### config.mk
export PLATFORM = sky130hd
export DESIGN_NAME = cam_frame_capture
export DESIGN_NICKNAME = d
export VERILOG_FILES = /design/src/rtl/cfc_pkg.sv /design/src/rtl/cfc_sync.sv /design/src/rtl/cfc_edge_qual.sv /design/src/rtl/cfc_pix_track.sv /design/src/rtl/cam_frame_capture.sv
export SDC_FILE = /design/constraint.sdc
export NUM_CORES = 1
export LEC_CHECK = 0
export BUFFER_PORTS_ARGS = -buffer_cell sky130_fd_sc_hd__clkbuf_2
export CORE_ASPECT_RATIO = 1.25
export CORE_MARGIN = 1.5
export CORE_UTILIZATION = 45
export CTS_BUF_LIST = sky130_fd_sc_hd__clkbuf_8 sky130_fd_sc_hd__clkbuf_16
export DETAILED_ROUTE_END_ITERATION = 16
export PLACE_DENSITY = 0.65
export SLEW_MARGIN = 20
export SYNTH_ARGS = -nofsm -noshare
export SYNTH_HDL_FRONTEND = slang
export SYNTH_SLANG_ARGS = --single-unit
export TNS_END_PERCENT = 50
### constraint.sdc
create_clock -name clk -period 3.2 [get_ports clk]
set_clock_uncertainty 0.15 [all_clocks]
set_input_delay 0.32 -clock clk [delete_from_list [all_inputs] [get_ports clk]]
set_output_delay 0.32 -clock clk [all_outputs]
set_load 0.05 [all_outputs]
### src/rtl/cfc_pkg.sv
package cfc_pkg;

  typedef enum logic [1:0] {
    CLR_BLUE  = 2'd0,
    CLR_GREEN = 2'd1,
    CLR_RED   = 2'd2
  } bayer_t;

  typedef enum logic [1:0] {
    ST_IDLE    = 2'd0,
    ST_ARMED   = 2'd1,
    ST_CAPTURE = 2'd2,
    ST_DONE    = 2'd3
  } cap_state_t;

endpackage

### src/rtl/cfc_sync.sv
module cfc_sync #(
  parameter int W = 1
) (
  input  logic         clk,
  input  logic         rst_n,
  input  logic [W-1:0] d,
  output logic [W-1:0] q
);

  logic [W-1:0] meta_q;
  logic [W-1:0] stab_q;

  always_ff @(posedge clk or negedge rst_n) begin
    if (!rst_n) begin
      meta_q <= '0;
      stab_q <= '0;
    end else begin
      meta_q <= d;
      stab_q <= meta_q;
    end
  end

  assign q = stab_q;

endmodule

### src/rtl/cfc_edge_qual.sv
// Edge qualifier: an edge of the chosen polarity starts a delay; the edge is
// accepted only if the level still holds when the delay ends.
module cfc_edge_qual #(
  parameter int DLY       = 4,
  parameter bit RISE_EDGE = 1'b1
) (
  input  logic clk,
  input  logic rst_n,
  input  logic lvl,
  output logic acc
);

  localparam int CW = (DLY > 1) ? $clog2(DLY) : 1;

  logic          prev_q;
  logic          busy_q, busy_n;
  logic [CW-1:0] cnt_q, cnt_n;
  logic          acc_q, acc_n;
  logic          edge_seen;
  logic          held;

  generate
    if (RISE_EDGE) begin : g_rise
      assign edge_seen = lvl & ~prev_q;
      assign held      = lvl;
    end else begin : g_fall
      assign edge_seen = ~lvl & prev_q;
      assign held      = ~lvl;
    end
  endgenerate

  always_comb begin
    busy_n = busy_q;
    cnt_n  = cnt_q;
    acc_n  = 1'b0;
    if (busy_q) begin
      if (cnt_q == CW'(DLY - 1)) begin
        busy_n = 1'b0;
        cnt_n  = '0;
        acc_n  = held;
      end else begin
        cnt_n = cnt_q + 1'b1;
      end
    end else if (edge_seen) begin
      busy_n = 1'b1;
      cnt_n  = '0;
    end
  end

  always_ff @(posedge clk or negedge rst_n) begin
    if (!rst_n) begin
      prev_q <= 1'b0;
      busy_q <= 1'b0;
      cnt_q  <= '0;
      acc_q  <= 1'b0;
    end else begin
      prev_q <= lvl;
      busy_q <= busy_n;
      cnt_q  <= cnt_n;
      acc_q  <= acc_n;
    end
  end

  assign acc = acc_q;

endmodule

### src/rtl/cfc_pix_track.sv
// Tracks line and column parity and gives the Bayer tag of the next pixel.
module cfc_pix_track
  import cfc_pkg::*;
(
  input  logic   clk,
  input  logic   rst_n,
  input  logic   frame_start,
  input  logic   line_end,
  input  logic   pix_done,
  output bayer_t color
);

  logic col_odd_q, col_odd_n;
  logic line_odd_q, line_odd_n;

  always_comb begin
    col_odd_n  = col_odd_q;
    line_odd_n = line_odd_q;
    if (frame_start) begin
      col_odd_n  = 1'b0;
      line_odd_n = 1'b0;
    end else if (line_end) begin
      col_odd_n  = 1'b0;
      line_odd_n = ~line_odd_q;
    end else if (pix_done) begin
      col_odd_n = ~col_odd_q;
    end
  end

  always_ff @(posedge clk or negedge rst_n) begin
    if (!rst_n) begin
      col_odd_q  <= 1'b0;
      line_odd_q <= 1'b0;
    end else begin
      col_odd_q  <= col_odd_n;
      line_odd_q <= line_odd_n;
    end
  end

  always_comb begin
    if (!line_odd_q) color = col_odd_q ? CLR_GREEN : CLR_BLUE;
    else             color = col_odd_q ? CLR_RED   : CLR_GREEN;
  end

endmodule

### src/rtl/cam_frame_capture.sv
module cam_frame_capture
  import cfc_pkg::*;
#(
  parameter int H_PIX      = 352,
  parameter int V_LINES    = 288,
  parameter int ADDR_W     = 17,
  parameter int PIX_W      = 8,
  parameter int GLITCH_DLY = 4
) (
  input  logic              clk,
  input  logic              rst_n,
  input  logic              vsync_i,
  input  logic              href_i,
  input  logic              pclk_i,
  input  logic [PIX_W-1:0]  pix_i,
  input  logic              frame_ack_i,
  output logic [ADDR_W-1:0] sram_addr_o,
  output logic [PIX_W-1:0]  sram_data_o,
  output logic              sram_ce_n_o,
  output logic              sram_we_n_o,
  output logic              sram_oe_n_o,
  output logic [1:0]        pix_color_o,
  output logic              frame_done_o,
  output logic              frame_short_o
);

  localparam int FRAME_PIX = H_PIX * V_LINES;
  localparam int CNT_W     = $clog2(FRAME_PIX + 1);
  localparam int SYNC_W    = 3 + PIX_W;

  // reset: asserted asynchronously, released on the clock
  logic rst_m_q, rst_s_q;
  always_ff @(posedge clk or negedge rst_n) begin
    if (!rst_n) begin
      rst_m_q <= 1'b0;
      rst_s_q <= 1'b0;
    end else begin
      rst_m_q <= 1'b1;
      rst_s_q <= rst_m_q;
    end
  end
  logic rst_int_n;
  assign rst_int_n = rst_s_q;

  // sensor inputs into the system domain
  logic             vs_s, hr_s, pc_s;
  logic [PIX_W-1:0] pix_s;

  cfc_sync #(.W(SYNC_W)) u_sync (
    .clk  (clk),
    .rst_n(rst_int_n),
    .d    ({vsync_i, href_i, pclk_i, pix_i}),
    .q    ({vs_s, hr_s, pc_s, pix_s})
  );

  logic vs_rise_ok, hr_fall_ok;

  cfc_edge_qual #(.DLY(GLITCH_DLY), .RISE_EDGE(1'b1)) u_vs_qual (
    .clk  (clk),
    .rst_n(rst_int_n),
    .lvl  (vs_s),
    .acc  (vs_rise_ok)
  );

  cfc_edge_qual #(.DLY(GLITCH_DLY), .RISE_EDGE(1'b0)) u_hr_qual (
    .clk  (clk),
    .rst_n(rst_int_n),
    .lvl  (hr_s),
    .acc  (hr_fall_ok)
  );

  logic pc_prev_q, vs_prev_q;
  logic pc_fall, pc_rise, vs_fall;
  assign pc_fall = pc_prev_q & ~pc_s;
  assign pc_rise = ~pc_prev_q & pc_s;
  assign vs_fall = vs_prev_q & ~vs_s;

  // control state
  cap_state_t        state_q, state_n;
  logic [ADDR_W-1:0] addr_q, addr_n;
  logic [CNT_W-1:0]  cnt_q, cnt_n;
  logic              we_n_q, we_n_n;
  logic              ce_n_q, ce_n_n;
  logic [PIX_W-1:0]  data_q, data_n;
  bayer_t            color_q, color_n;
  logic              done_q, done_n;
  logic              short_q, short_n;
  logic              frame_start, pix_done, line_end;
  bayer_t            tag;

  assign line_end = hr_fall_ok && (state_q == ST_CAPTURE);

  cfc_pix_track u_track (
    .clk        (clk),
    .rst_n      (rst_int_n),
    .frame_start(frame_start),
    .line_end   (line_end),
    .pix_done   (pix_done),
    .color      (tag)
  );

  always_comb begin
    state_n     = state_q;
    addr_n      = addr_q;
    cnt_n       = cnt_q;
    we_n_n      = we_n_q;
    data_n      = data_q;
    color_n     = color_q;
    done_n      = done_q;
    short_n     = short_q;
    frame_start = 1'b0;
    pix_done    = 1'b0;
    unique case (state_q)
      ST_IDLE: begin
        if (vs_rise_ok) state_n = ST_ARMED;
      end
      ST_ARMED: begin
        if (vs_fall) begin
          state_n     = ST_CAPTURE;
          frame_start = 1'b1;
          addr_n      = '0;
          cnt_n       = '0;
          short_n     = 1'b0;
        end
      end
      ST_CAPTURE: begin
        if (vs_rise_ok) begin
          short_n = 1'b1;
          we_n_n  = 1'b1;
          state_n = ST_ARMED;
        end else if (!we_n_q) begin
          if (pc_rise) begin
            we_n_n   = 1'b1;
            addr_n   = addr_q + 1'b1;
            cnt_n    = cnt_q + 1'b1;
            pix_done = 1'b1;
            if (cnt_q == CNT_W'(FRAME_PIX - 1)) begin
              state_n = ST_DONE;
              done_n  = 1'b1;
            end
          end
        end else if (pc_fall && hr_s) begin
          we_n_n  = 1'b0;
          data_n  = pix_s;
          color_n = tag;
        end
      end
      ST_DONE: begin
        if (frame_ack_i) begin
          state_n = ST_IDLE;
          done_n  = 1'b0;
        end
      end
      default: state_n = ST_IDLE;
    endcase
    ce_n_n = (state_n != ST_CAPTURE);
  end

  always_ff @(posedge clk or negedge rst_int_n) begin
    if (!rst_int_n) begin
      state_q   <= ST_IDLE;
      addr_q    <= '0;
      cnt_q     <= '0;
      we_n_q    <= 1'b1;
      ce_n_q    <= 1'b1;
      data_q    <= '0;
      color_q   <= CLR_BLUE;
      done_q    <= 1'b0;
      short_q   <= 1'b0;
      pc_prev_q <= 1'b0;
      vs_prev_q <= 1'b0;
    end else begin
      state_q   <= state_n;
      addr_q    <= addr_n;
      cnt_q     <= cnt_n;
      we_n_q    <= we_n_n;
      ce_n_q    <= ce_n_n;
      data_q    <= data_n;
      color_q   <= color_n;
      done_q    <= done_n;
      short_q   <= short_n;
      pc_prev_q <= pc_s;
      vs_prev_q <= vs_s;
    end
  end

  assign sram_addr_o   = addr_q;
  assign sram_data_o   = data_q;
  assign sram_ce_n_o   = ce_n_q;
  assign sram_we_n_o   = we_n_q;
  assign sram_oe_n_o   = 1'b1;
  assign pix_color_o   = color_q;
  assign frame_done_o  = done_q;
  assign frame_short_o = short_q;

endmodule

==> results.cfg <==
[clock_network]
clk_latency_ns = 0.36
hold_buffers = 12
cts_resized = 0
clockRootBuffer = clkbuf_8
numCtsBuffers = 9
htreeDepth = 3
clkSinkCount = 87
post_cts_buffers = 0
clock_path_buffers = 2
clkTransAtPathRegs_ns = 0.09
cts_tree = done

[floorplan]
core_sq_um = 7883
initial_core_util = 0.4668
dieWidth_um = 83.88
dieArea_sq_um = 8732
rows = 36
design.portCount = 46
dieHeight_um = 104.1

[timing]
maxSlewHeadroom = 0.5022
rsz0062_at_grt = no
whs_ns = 0.09605
drv_slew = 0
fin_crit_ns = 2.234
max_slew.worst_pin.slew_ns = 0.7411
max_freq_mhz = 447.6
setup_viol = 0
period_share = 0.6981
setup_tns_ns = 0
hold_viol_final = 0

[drt]
drtIter0Drc = 110
vias_per_cell = 5.516
routed_wl_mm = 6.976
post-route-drc-count = 0
dr.pass1.iters = 4
met2WireLength_mm = 3.411
wl_per_cell_um = 14.50
routed-via-count = 2653
m1WireLength_mm = 3.210
ant_nets = 0
wl_met3_um = 246
top_layer = met4

[setup_path]
crit_arrival_ns = 2.33
r2r_start = state_q[0]
start_kind = flip-flop
crit_end = sram_data_o[3]
crit_type = reg -> reg
crit_required_ns = 3.29
rrSetupSlack_ns = 0.97
r2r_end = sram_data_o[3]
worstRegToRegCells = 3
critPathCaptureType = flip-flop
cp_max_fo = 10
startpoint = state_q[0]

[power]
irDropWorstVdd_uv = 457.1
power.leakage_nw = 2.024
power_density_nw_per_um2 = 645.5

[synthesis]
synth_top_cell_area_share = 0.5780
syn_area_per_cell_sq_um = 11.46
synth_top_area_cell = dfrtp_1
synth_cells = 321
ys_warn_count = 0
synth_flop_cell = dfrtp_1
yosysMostFrequentCell = dfrtp_1
synth-seq-area-share = 0.5923
synthTopCellsByArea = dfrtp_1 58%, nand2_1 3.3%, mux2_2 3.1%
ys_ff_latch = 87
synth_edf_count = 0
synth_cell_types = 46
synth_commonest_cells = 85 x dfrtp_1, 32 x nand2_1, 21 x a21oi_1, 19 x nand3_1
synthArstFlopShare = 1.000
netlist_area_sq_um = 3680

[grt]
grt_pass1_vias = 2584
overflow = 0
grt_start_max_net_pins = 86
antenna_found_initial = 0
grt_pass1_wl_mm = 11.63
grt.total_usage = 0.1652

[layout]
area_growth_pct = 17.89
antenna_cells = 0
final_layout_size_suffix_gt1_frac = 0.2228
fin_nets = 400
nFillCells = 691

[place]
routabilityCongestion = 0.8166
hpwl_mm = 4.539
io_buffer_count = 44

[hold_path]
hold_class = reg -> async

[run]
max_cap_violations = 0

[status]
status = completed
-- layer usage --
layer | vias up | global-route usage
met2 | 51 | 0.2736
li1 | 1291 | -
met4 | 0 | 0.06557
met1 | 1301 | 0.2077
met5 | - | 0
met3 | 10 | 0.04048
-- per-stage QoR --
step | utilization | std cells | area, sq um | total power [mW] | worst slack [ns]
3_5_place_dp | 0.5065 | 452 | 3993 | 2.046 | 0.9658
2_1_floorplan | - | 322 | 3684 | 1.888 | 0.4509
3_3_place_gp | 0.5065 | 452 | 3993 | 2.021 | 0.9840
4_1_cts | 0.5468 | 480 | 4310 | 2.824 | 0.9492
5_1_grt | 0.5503 | 481 | 4338 | 2.966 | 0.7732
6_report | 0.5503 | 481 | 4338 | 2.800 | 0.9660
-- cell type report --
type	instances	area, sq um	area share
multi-input cells	218	1425	0.3285
clock buffers	9	123.9	0.02855
inverters	4	15.01	0.003461
flip-flops and latches	87	2183	0.5033
clock inverters	7	73.82	0.01702
repair buffers	61	397.9	0.09172
well taps	95	118.9	0.02740
-- cell usage in the layout (no fill, tap or decap), types with 5 or more instances in the layout --
cell,synthesis,routed
a21oi_1,21,20
and2_1,8,8
and3_1,8,8
clkbuf_2,0,44
clkbuf_8,0,9
dfrtp_1,85,84
dlygate4sd3_1,0,12
ha_1,5,5
inv_1,4,5
mux2_2,10,10
mux2i_1,5,5
nand2_1,32,32
nand2b_1,6,6
nand3_1,19,19
nand4_1,8,8
nor2_1,12,12
o21ai_0,11,11
o31ai_1,15,15
or4_1,15,15
xor2_1,9,9
-- worst min path at each step --
| stage | cells past startpoint | slack [ns] | startpoint | endpoint |
|---|---|---|---|---|
| global route | 2 | 0.11 | rst_n | rst_int_n |
| global placement | 1 | -0.04 | rst_n | rst_m_q |
| detailed placement | 1 | -0.04 | rst_n | rst_m_q |
| CTS | 2 | 0.10 | rst_n | rst_int_n |
| floorplan | 0 | -0.13 | rst_n | rst_int_n |
| finish | 0 | 0.1 | rst_int_n | u_vs_qual.acc |
-- power breakdown --
part	switching, mW	internal (mW)
Clock	0.403	0.363
Sequential	0.135	1.24
Combinational	0.434	0.220
-- critical path, stage by stage, from the launching register on --
cell,delay [ns]
dfrtp_1,0.47
or3b_4,0.44
nor4_4,0.64
mux2_2,0.41
-- flip-flops by register name, summed over array words and instances, names as in the netlist, 2 cells and up --
name and count:
sram_data_o 8, u_hr_qual.cnt_q 2, u_vs_qual.cnt_q 2, pix_color_o 2, cnt_q 17, u_sync.meta_q 11, state_q 2, sram_addr_o 17
u_sync.q 11
-- kinds of logic after synthesis --
group / share of synthesized area
buf+inv: 0.02244
mux: 0.04420
xor+xnor: 0.02142
compound gates: 0.09691
fa+ha+maj: 0.01700
simple gates: 0.2047
flops: 0.5923
other cells: 0.001019
Note: power is estimated with default switching activity, not from simulation.
